## config.mk

```make
export PLATFORM = sky130hd
export DESIGN_NAME = pwr_mode_ctl
export DESIGN_NICKNAME = d
export VERILOG_FILES = /design/src/rtl/pwr_mode_pkg.sv /design/src/rtl/pwr_mode_ctrl.sv /design/src/rtl/pwr_mode_dp.sv /design/src/rtl/pwr_mode_ctl.sv
export SDC_FILE = /design/constraint.sdc
export NUM_CORES = 1
export LEC_CHECK = 0
export CORE_ASPECT_RATIO = 0.8
export CORE_MARGIN = 2
export CORE_UTILIZATION = 50
export DETAILED_ROUTE_END_ITERATION = 12
export DONT_BUFFER_PORTS = 1
export PLACE_DENSITY = 0.76
export SLEW_MARGIN = 20
export SYNTH_ARGS = -nofsm -noshare
export SYNTH_HDL_FRONTEND = slang
export SYNTH_SLANG_ARGS = --single-unit
```

## constraint.sdc

```tcl
create_clock -name clk -period 2.79 [get_ports clk]
set_clock_uncertainty 0.2 [all_clocks]
set_input_delay 0.279 -clock clk [delete_from_list [all_inputs] [get_ports clk]]
set_output_delay 0.279 -clock clk [all_outputs]
set_load 0.005 [all_outputs]
```

## src/rtl/pwr_mode_pkg.sv

```systemverilog
package pwr_mode_pkg;

  localparam int PconIdlBit = 0;
  localparam int PconPdBit  = 1;

  typedef enum logic [1:0] {
    MODE_RUN  = 2'd0,
    MODE_IDLE = 2'd1,
    MODE_DOWN = 2'd2
  } pmMode_t;

  // control -> datapath strobes
  typedef struct packed {
    logic loadReg;
    logic idlBit;
    logic pdBit;
    logic clearIdl;
    logic settleRestart;
    logic runActive;
    logic oscActive;
  } pmStrobe_t;

endpackage

```

## src/rtl/pwr_mode_ctrl.sv

```systemverilog
module pwr_mode_ctrl
  import pwr_mode_pkg::*;
#(
  parameter int ADDR_W = 4,
  parameter logic [ADDR_W-1:0] PCON_ADDR = 4'h7,
  parameter int IRQ_N = 4
) (
  input  logic              clk,
  input  logic              rstN,
  input  logic              busWe,
  input  logic [ADDR_W-1:0] busAddr,
  input  logic              wdIdl,
  input  logic              wdPd,
  input  logic [IRQ_N-1:0]  irqPending,
  input  logic [IRQ_N-1:0]  irqEnable,
  output pmMode_t           mode,
  output pmStrobe_t         strb
);

  pmMode_t modeNext;
  logic [IRQ_N-1:0] irqLive;
  logic wakeReq;
  logic writeHit;

  // per-line qualification of interrupt requests
  for (genvar i = 0; i < IRQ_N; i++) begin : g_irq
    assign irqLive[i] = irqPending[i] & irqEnable[i];
  end

  assign wakeReq  = |irqLive;
  assign writeHit = busWe && (busAddr == PCON_ADDR) && (mode == MODE_RUN);

  always_comb begin
    modeNext           = mode;
    strb               = '0;
    strb.runActive     = (mode == MODE_RUN);
    strb.oscActive     = (mode != MODE_DOWN);
    strb.idlBit        = wdIdl;
    strb.pdBit         = wdPd;
    unique case (mode)
      MODE_RUN: begin
        if (writeHit) begin
          strb.loadReg = 1'b1;
          if (wdPd)       modeNext = MODE_DOWN;
          else if (wdIdl) modeNext = MODE_IDLE;
        end
      end
      MODE_IDLE: begin
        if (wakeReq) begin
          modeNext           = MODE_RUN;
          strb.clearIdl      = 1'b1;
          strb.settleRestart = 1'b1;
        end
      end
      MODE_DOWN: modeNext = MODE_DOWN;
      default:   modeNext = MODE_RUN;
    endcase
  end

  always_ff @(posedge clk or negedge rstN) begin
    if (!rstN) mode <= MODE_RUN;
    else       mode <= modeNext;
  end

  assert_wake_R5: assert property (@(posedge clk) disable iff (!rstN)
    (mode == MODE_IDLE && wakeReq) |=> (mode == MODE_RUN));

  // no wake request and no write can move idle
  assert_idle_hold_R6: assert property (@(posedge clk) disable iff (!rstN)
    (mode == MODE_IDLE && !wakeReq) |=> (mode == MODE_IDLE));

  assert_down_sticky_R7: assert property (@(posedge clk) disable iff (!rstN)
    (mode == MODE_DOWN) |=> (mode == MODE_DOWN));

  assert_pd_priority_R4: assert property (@(posedge clk) disable iff (!rstN)
    (writeHit && wdPd) |=> (mode == MODE_DOWN));

endmodule

```

## src/rtl/pwr_mode_dp.sv

```systemverilog
module pwr_mode_dp
  import pwr_mode_pkg::*;
#(
  parameter int SETTLE_TICKS = 256
) (
  input  logic      clk,
  input  logic      rstN,
  input  pmStrobe_t strb,
  output logic      idlQ,
  output logic      pdQ,
  output logic      intClk,
  output logic      tick,
  output logic      adcReady
);

  localparam int CNT_W = $clog2(SETTLE_TICKS + 1);
  localparam logic [CNT_W-1:0] SettleEnd = CNT_W'(SETTLE_TICKS);

  logic divQ;
  logic [CNT_W-1:0] settleCnt;
  logic settleDone;

  // divide-by-two toggle flop, frozen while the oscillator is off
  always_ff @(posedge clk or negedge rstN) begin
    if (!rstN)               divQ <= 1'b0;
    else if (strb.oscActive) divQ <= ~divQ;
  end

  assign intClk = divQ;
  assign tick   = divQ;

  // power-control register
  always_ff @(posedge clk or negedge rstN) begin
    if (!rstN) begin
      idlQ <= 1'b0;
      pdQ  <= 1'b0;
    end else if (strb.loadReg) begin
      idlQ <= strb.idlBit;
      pdQ  <= strb.pdBit;
    end else if (strb.clearIdl) begin
      idlQ <= 1'b0;
    end
  end

  // analog reference settle counter, in internal ticks
  assign settleDone = (settleCnt == SettleEnd);

  always_ff @(posedge clk or negedge rstN) begin
    if (!rstN)                                       settleCnt <= '0;
    else if (strb.settleRestart)                     settleCnt <= '0;
    else if (strb.runActive && tick && !settleDone)  settleCnt <= settleCnt + 1'b1;
  end

  assign adcReady = settleDone && strb.runActive;

  assert_div_toggle_R2: assert property (@(posedge clk) disable iff (!rstN)
    strb.oscActive |=> (intClk != $past(intClk)));

  assert_settle_restart_R9: assert property (@(posedge clk) disable iff (!rstN)
    strb.settleRestart |=> !adcReady);

  assert_idl_clears_R5: assert property (@(posedge clk) disable iff (!rstN)
    strb.clearIdl |=> !idlQ);

endmodule

```

## src/rtl/pwr_mode_ctl.sv

```systemverilog
module pwr_mode_ctl
  import pwr_mode_pkg::*;
#(
  parameter int ADDR_W = 4,
  parameter logic [ADDR_W-1:0] PCON_ADDR = 4'h7,
  parameter int IRQ_N = 4,
  parameter int SETTLE_TICKS = 256
) (
  input  logic              clk,
  input  logic              rstN,
  input  logic              busWe,
  input  logic [ADDR_W-1:0] busAddr,
  input  logic [7:0]        busWdata,
  output logic [7:0]        busRdata,
  input  logic [IRQ_N-1:0]  irqPending,
  input  logic [IRQ_N-1:0]  irqEnable,
  output logic              intClk,
  output logic              oscEn,
  output logic              cpuClkEn,
  output logic              periphClkEn,
  output logic              adcEn,
  output logic              pwmEn,
  output logic              adcReady
);

  pmMode_t   mode;
  pmStrobe_t strb;
  logic idlQ, pdQ, tick;

  pwr_mode_ctrl #(
    .ADDR_W(ADDR_W), .PCON_ADDR(PCON_ADDR), .IRQ_N(IRQ_N)
  ) u_ctrl (
    .clk(clk), .rstN(rstN), .busWe(busWe), .busAddr(busAddr),
    .wdIdl(busWdata[PconIdlBit]), .wdPd(busWdata[PconPdBit]),
    .irqPending(irqPending), .irqEnable(irqEnable),
    .mode(mode), .strb(strb)
  );

  pwr_mode_dp #(
    .SETTLE_TICKS(SETTLE_TICKS)
  ) u_dp (
    .clk(clk), .rstN(rstN), .strb(strb),
    .idlQ(idlQ), .pdQ(pdQ), .intClk(intClk), .tick(tick), .adcReady(adcReady)
  );

  always_comb begin
    busRdata = '0;
    if (busAddr == PCON_ADDR) begin
      busRdata[PconIdlBit] = idlQ;
      busRdata[PconPdBit]  = pdQ;
    end
  end

  assign oscEn       = strb.oscActive;
  assign cpuClkEn    = tick && strb.runActive;
  assign periphClkEn = tick && strb.oscActive;
  assign adcEn       = strb.runActive;
  assign pwmEn       = strb.runActive;

  assert_cpu_gated_R3: assert property (@(posedge clk) disable iff (!rstN)
    idlQ |-> (!cpuClkEn && !adcEn && !pwmEn));

  assert_down_quiet_R4: assert property (@(posedge clk) disable iff (!rstN)
    pdQ |-> (!oscEn && !periphClkEn && !cpuClkEn));

  assert_ready_in_run_R9: assert property (@(posedge clk) disable iff (!rstN)
    adcReady |-> adcEn);

endmodule

```

Word level (Yosys, flattened, before mapping) --
Index checks and enable logic that the tools add are counted.
Storage, ports and cells: register bits after elaboration 14, output and inout bits 15
Operators by class: add/subtract/negate cells 1, equal/unequal tests 8, mux-type cells 14, bitwise operators 5, reduce and logical (&&, ||, !) cells 12
Operators with widths (count):
- 9-bit two-way mux | 2
- 2-bit two-way mux | 7
- 9-bit by 1-bit adder with 9-bit output, second input constant | 1
- 9-bit equality test, second input constant | 1
- 1-bit logical AND | 6
- 2-bit one-hot mux with 3 select lines | 1
- 1-bit bitwise AND | 4
- 4-bit by 3-bit equality test with 1-bit output, second input constant | 1
- 1-bit two-way mux | 4
- 2-bit by 1-bit inequality test with 1-bit output, second input constant | 2
- 2-bit nonzero test | 2
- 4-bit OR reduction | 1
- 3-bit inequality test, second input constant | 1
- 3-bit AND reduction | 1
- 2-bit by 1-bit equality test with 1-bit output, second input constant | 1
- 2-bit equality test, second input constant | 1
- 2-bit logical NOT | 1
- 2-bit inequality test, second input constant | 1
- 1-bit logical NOT | 1
- 1-bit inverter | 1

Longest topological paths before layout --
Gate-level depths: netlist of run 1.
depth after elaboration 6, mapped depth 5

By module --
A second synthesis of run 1 with hierarchy kept.
Second synthesis, totals: cells, all modules 92, area total of the unflattened synthesis 915.9 um^2
Modules (own cells, without submodules):
- pwr_mode_dp | times used 1, cells an instance 60, area an instance 618.1 um^2, sequential area each 300.3 um^2
- pwr_mode_ctrl | times used 1, cells an instance 19, area an instance 206.4 um^2, sequential area each 50.0 um^2
- pwr_mode_ctl | times used 1, cells an instance 13, area an instance 91.3 um^2, sequential area each 0.0 um^2

Least setup slack after synthesis of run 1 --
No wires, ideal clock.
path type register -> register, start register u_ctrl.mode[1], end register u_dp.settleCnt[5], setup time 0.080 ns, arrival 1.418 ns, required time 2.510 ns, slack 1.093 ns, stages on the path, launching flop included 4, buffers on the path 0, period minus slack after synthesis 1.697 ns, cell sequence dfrtp_1 -> or3b_4 -> or4_1 -> a21oi_1
Between the ends: longest elaborated chain between the ends 4, elaborated cells on any way between the ends 7
Ends and longest elaborated chain:
- start: declaration | line pwr_mode_ctrl.sv:16 | output pmMode_t mode,
- start signal: assignment | line pwr_mode_ctrl.sv:62 | else mode <= modeNext;
- 2-bit logical NOT | line pwr_mode_ctrl.sv:36 | strb.runActive = (mode == MODE_RUN);
- 1-bit logical AND (2 in series) | line pwr_mode_dp.sv:51 | else if (strb.runActive && tick && !settleDone) settleCnt <= settleCnt + 1'b1;
- 2-bit nonzero test (no source line)
- end signal: assignment | line pwr_mode_dp.sv:51
- end: declaration | line pwr_mode_dp.sv:20 | logic [CNT_W-1:0] settleCnt;
Parallel ways exist; a longest one is shown, timed or not. A chain may end at the register's enable or synchronous reset.

Final worst setup path of run 1 --
start register u_ctrl.mode[1], end register u_ctrl.mode[0]
Between the ends: longest elaborated chain between the ends 4, elaborated cells on any way between the ends 9
Ends and longest elaborated chain:
- 2-bit logical NOT (*)
- via adcEn | line pwr_mode_ctl.sv:21 | output logic adcEn,
- 1-bit logical AND | line pwr_mode_ctrl.sv:31 | assign writeHit = busWe && (busAddr == PCON_ADDR) && (mode == MODE_RUN);
- 2-bit by 1-bit inequality test with 1-bit output (no source line)
- 3-bit AND reduction (no source line)
Mark *: on every way through the listed nets, which the timed path passes. The rest lies on a longest branch.

==> results.json, run 1 <==
{
  "status": "complete, no violations",
  "dp_hpwl_um": 1360,
  "drt_first_iter_violations": 23,
  "min_period_over_period": 0.743,
  "stdcell_area_um2": 935,
  "cellPowerDensity_nw_per_um2": 867,
  "worst_pin_slew_ns": 0.823,
  "report.final.slew_viol_count": 0,
  "coreArea_um2": 1630,
  "start_util": 0.533,
  "grt_pass1_vias": 670,
  "multiInputGateArea_um2": 452,
  "wirelength_um": 2010,
  "grt_setup_unrepaired": "false",
  "syn2layout_area_growth_pct": 7.79,
  "clk_pin_slew_worst_paths_ns": 0.09,
  "ys_seq_area_frac": 0.404,
  "netlist_instances": 92,
  "grt-ovfl-total": 0,
  "fp-row-count": 13,
  "synth_edf_count": 0,
  "seq_area_um2": 350,
  "cts_tree": "yes",
  "setup_viol": 0,
  "grt_max_degree": 15,
  "globalplace.congestion": 0.794,
  "critPathKind": "flip-flop to flip-flop",
  "syn_area_per_cell_um2": 9.42,
  "clock-sinks": 14,
  "post_cts_buffers": 0,
  "hold_viol": 0,
  "antenna_found_initial": 0,
  "htree_levels": 1,
  "die_height_um": 41.2,
  "drc": 0,
  "netlist_top_cells_area": "dfrtp_1 40%, buf_4 6.9%, a21oi_1 4.6%",
  "synth_most_common_cell": "dfrtp_1",
  "crit_path_start_kind": "flip-flop",
  "setup-tns-final_ns": 0,
  "whs_ns": 0.0238,
  "drive_gt1_frac": 0.0825,
  "synthDominantCellAreaShare": 0.404,
  "cts_root_buf": "clkbuf_4",
  "cellLeakagePower_nw": 0.393,
  "antenna_left": 0,
  "synth_cell_types": 33,
  "synth_ff_type": "dfrtp_1",
  "reg2regPathDepth": 4,
  "max-slew-margin-rel": 0.451,
  "reg2reg_to": "u_ctrl.mode[0]$_DFFE_PN0P_",
  "syn-cell-area_um2": 867,
  "clk_path_buf_depth": 2,
  "viasPerCell": 6.39,
  "asyncSetResetFlopFracSynth": 1.00,
  "route.vias.total": 760,
  "finalPower_w": 0.000810,
  "die_width_um": 50.6,
  "cp_max_fo": 6,
  "ioPinCount": 38,
  "hp-start": "busWe",
  "diodes": 0,
  "post_drt_wl_per_cell_um": 16.9,
  "nets": 123,
  "nFillCells": 143,
  "dieArea_um2": 2090,
  "port_buffers": 0,
  "ys_ff_latch": 14,
  "min_period_ns": 2.07,
  "max_freq_mhz": 482,
  "worstHoldPathType": "primary input to flip-flop",
  "reg2reg_from": "u_ctrl.mode[1]$_DFFE_PN0P_",
  "vdd_drop_max_mv": 0.596,
  "grt_pass1_wl_um": 3140,
  "cp-end-kind": "flip-flop",
  "cp.required_ns": 2.83,
  "track_usage": 0.218,
  "place_area_um2": 848,
  "synthTopCellsByCount": "14 x dfrtp_1, 8 x a21oi_1, 8 x buf_4",
  "holdPathStages": 2,
  "hold_end": "u_dp.idlQ$_DFFE_PN0P_",
  "clkLatencyLatePin_ns": 0.29,
  "cts_buffers": 3,
  "max_cap_viol_count": 0,
  "worstPathArrival_ns": 2.11,
  "rrSetupSlack_ns": 0.72,
  "yosys.area.top_type": "dfrtp_1",
  "drt_pass1_iterations": 4,
  "ys_warn_count": 0
}
## placed cells by master (no fill, tap or decap), types with 4 or more instances in the layout
master         Yosys  routed
conb_1             1       6
inv_1              5       5
nor2_1             4       4
a21oi_1            8       8
dfrtp_1           14      14
or4_1              4       4
nand2_1            4       4
o31ai_1            4       4
dlygate4sd3_1      0       5
## kinds of logic (layout without fill, tap and decap cells)
logic type | after synthesis | after routing | share of synthesized area
compound gates | 24 | 24 | 0.180
mux | 1 | 1 | 0.0130
buf+inv | 14 | 14 | 0.0967
other cells | 1 | 6 | 0.00432
fa+ha+maj | 2 | 2 | 0.0289
flops | 14 | 14 | 0.404
simple gates | 36 | 36 | 0.273
## layout make-up
cell class,count,area share
multi-input combinational,69,0.483
sequential,14,0.375
timing repair buffer,5,0.0535
clock buffer,4,0.0388
tap,22,0.0295
inverter,5,0.0201
## per-layer routing
layer	vias up	routed length, um	part of all wire	track usage
li1	349	-	-	-
met1	378	883	0.44	0.256
met2	29	975	0.49	0.395
met3	4	118	0.059	0.0766
met4	0	29	0.014	0.0541
met5	-	0	0	0
## how the worst max path moves through the flow
stage / start / endpoint / cells after the start
6_report: u_ctrl.mode[1]$_DFFE_PN0P_ / u_ctrl.mode[0]$_DFFE_PN0P_ / 4
5_1_grt: u_ctrl.mode[1]$_DFFE_PN0P_ / u_ctrl.mode[0]$_DFFE_PN0P_ / 4
4_1_cts: u_ctrl.mode[1]$_DFFE_PN0P_ / u_ctrl.mode[0]$_DFFE_PN0P_ / 4
3_5_place_dp: u_dp.settleCnt[2]$_DFFE_PN0P_ / u_dp.settleCnt[1]$_DFFE_PN0P_ / 3
3_3_place_gp: u_dp.intClk$_DFFE_PN0N_ / u_dp.settleCnt[8]$_DFFE_PN0P_ / 3
2_1_floorplan: u_ctrl.mode[1]$_DFFE_PN0P_ / u_dp.settleCnt[5]$_DFFE_PN0P_ / 3
## power breakdown
group / internal [W] / switching [W] / leakage [nW]
clock: 0.0000796 / 0.0000727 / 0.0210
sequential: 0.000276 / 0.000108 / 0.174
combinational: 0.000116 / 0.000158 / 0.198
total: 0.000472 / 0.000338 / 0.393
## metrics by stage
stage | setup WS, ns | utilization | instances
CTS | 0.758 | 0.575 | 119
global route | 0.593 | 0.575 | 119
detailed placement | 0.906 | 0.522 | 110
global placement | 0.959 | 0.522 | 110
finish | 0.716 | 0.575 | 119
floorplan | 1.09 | - | 97
## flip-flops by register name (all words and copies together), names as in the netlist
register and flops:
u_dp.pdQ 1, u_dp.idlQ 1, u_dp.intClk 1, u_ctrl.mode 2
u_dp.settleCnt 9
## worst max-delay path: stages, from the launching register on
cell and delay, ns:
dfrtp_1 0.45, nor2_1 0.37, nand3_1 0.18, o32ai_1 0.24
dlygate4sd3_1 0.58
## repair_timing
action | in CTS | in global routing
hold buffers | 5 | 0
resized for setup | 0 | 0
endpoints found under the hold margin | 18 | 0
Note: power is estimated with default switching activity, not from simulation.
==> run 2: changes to the inputs <==
PLACE_DENSITY = 0.79   (was 0.76)
clock period = 1.9 ns   (was 2.79 ns; I/O delays follow)
==> run 2 against run 1 <==
Non-clock buffer count grew 8. Die area stayed put. Final cell count grew 5.9%. Power is 51% higher. Register-to-register slack lost 0.64 ns. Worst setup slack worse by 0.64 ns. First-iteration DRC count fell by 39%. Flip-flop and latch count did not move. Highest routed layer unchanged. Via count is 1.7% higher.
==> results.json, run 2 (synthesis results as in run 1) <==
{
  "ioPinCount": 38,
  "grt_pass1_wl_um": 3330,
  "drc": 0,
  "diodes": 0,
  "drt_first_iter_violations": 14,
  "max_freq_mhz": 547,
  "worst_pin_slew_ns": 0.634,
  "cp.required_ns": 1.51,
  "clk_path_buf_depth": 2,
  "layout_commonest_cell": "dfrtp_1",
  "top_register": "u_dp.settleCnt",
  "critPathKind": "flip-flop to primary output",
  "status": "complete, no violations",
  "max-slew-margin-rel": 0.576,
  "max_cap_viol_count": 0,
  "fp-row-count": 13,
  "syn2layout_area_growth_pct": 16.9,
  "cp-startpoint": "u_dp.settleCnt[2]$_DFFE_PN0P_",
  "drive_gt1_frac": 0.183,
  "cp-end-kind": "primary output",
  "multiInputGateArea_um2": 480,
  "post_drt_wl_per_cell_um": 15.9,
  "htree_levels": 1,
  "largest_register_ffs": 9,
  "globalplace.congestion": 0.839,
  "vdd_drop_max_mv": 0.554,
  "critPathBufInv": 1,
  "worstHoldPathType": "primary input to flip-flop",
  "grt_max_degree": 15,
  "cp_max_fo": 8,
  "coreArea_um2": 1630,
  "route.vias.total": 773,
  "min_period_over_period": 0.962,
  "crit_path_start_kind": "flip-flop",
  "cellPowerDensity_nw_per_um2": 1210,
  "critical_path.top_delay_family": "simple AND/OR/NAND/NOR gates",
  "clkLatencyLatePin_ns": 0.28,
  "mostFrequentLayoutCells": "13 x dfrtp_1, 8 x a21oi_1, 8 x buf_4",
  "seq_area_um2": 352,
  "dieArea_um2": 2090,
  "start_util": 0.533,
  "die_width_um": 50.6,
  "cts_tree": "yes",
  "hp-start": "busWdata[0]",
  "die_height_um": 41.2,
  "finalPower_w": 0.00122,
  "largest_registers": "u_dp.settleCnt x9, u_ctrl.mode x2",
  "antenna_found_initial": 0,
  "viasPerCell": 6.13,
  "clock-sinks": 14,
  "cellLeakagePower_nw": 0.446,
  "reg2reg_from": "u_ctrl.mode[1]$_DFFE_PN0P_",
  "port_buffers": 0,
  "wirelength_um": 2000,
  "max_stage_delay_ns": 0.47,
  "hold_viol": 0,
  "antenna_left": 0,
  "clk_pin_slew_worst_paths_ns": 0.08,
  "setup_viol": 0,
  "drt_pass1_iterations": 4,
  "dp.cells": 117,
  "dp_hpwl_um": 1390,
  "grt_setup_unrepaired": "false",
  "cts_buffers": 3,
  "report.final.slew_viol_count": 0,
  "min_period_ns": 1.83,
  "finalNonFillerCells": 126,
  "grt-ovfl-total": 0,
  "crit_path_top_delay_cell": "dfrtp_2",
  "crit_chain": "nor4_4 -> buf_4 -> and3_1",
  "setup-tns-final_ns": 0,
  "nFillCells": 149,
  "grt_pass1_vias": 745,
  "cts_root_buf": "clkbuf_4",
  "nets": 131,
  "worstPathArrival_ns": 1.44,
  "track_usage": 0.225
}
==> run 2: cell type report <==
class | count | area share
Timing Repair Buffer | 13 | 0.111
Tap cell | 22 | 0.0272
Clock buffer | 3 | 0.0222
Inverter | 5 | 0.0185
Multi-Input combinational cell | 69 | 0.474
Sequential cell | 14 | 0.347
==> run 2: metrics by stage <==
stage | setup WS (ns) | hold WS, ns | instance area (um^2) | utilization
2_1_floorplan | 0.203 | -0.306 | 886 | -
3_3_place_gp | 0.142 | -0.305 | 901 | 0.554
3_5_place_dp | 0.109 | -0.305 | 901 | 0.554
4_1_cts | 0.0281 | 0.118 | 982 | 0.604
5_1_grt | 0.00714 | 0.133 | 1010 | 0.623
6_report | 0.0717 | 0.125 | 1010 | 0.623
==> run 2: what timing repair did <==
action,in CTS,in global routing
hold endpoints to repair,18,0
setup buffers,0,1
hold buffers,5,0
endpoints found under the setup margin,1,2
resized for setup,1,6
==> run 2: power by group <==
part	leakage (nW)	switching (W)	internal (W)
clock	0.0138	0.0000959	0.0000736
combinational	0.259	0.000261	0.000240
sequential	0.173	0.000145	0.000408
total	0.446	0.000502	0.000722
==> run 2: layer usage <==
metal | part of all wire | global-route usage | up-vias
met2 | 0.49 | 0.428 | 32
met4 | 0.0060 | 0.0405 | 0
met5 | 0 | 0 | -
met3 | 0.060 | 0.0657 | 4
li1 | - | - | 365
met1 | 0.44 | 0.264 | 372
==> run 2: path summary, 6_finish.rpt <==
| kind | to | slack [ns] | cells past startpoint |
|---|---|---|---|
| setup / recovery | adcReady | 0.07 | 3 |
| hold / removal | u_ctrl.mode[0]$_DFFE_PN0P_ | 0.13 | 3 |
| setup reg to reg | u_dp.settleCnt[8]$_DFFE_PN0P_ | 0.08 | 3 |
| hold reg to reg | u_dp.pdQ$_DFFE_PN0P_ | 0.35 | 1 |
| max in group asynchronous | u_dp.settleCnt[2]$_DFFE_PN0P_ | 0.89 | 1 |
| min in group asynchronous | u_dp.settleCnt[5]$_DFFE_PN0P_ | 0.16 | 1 |
==> run 2: tightest hold or removal path: cells and delay by family <==
kind	cells	cell delay [ns]
buffers and inverters	2	0.30
AO/OA/AOI/OAI	1	0.08
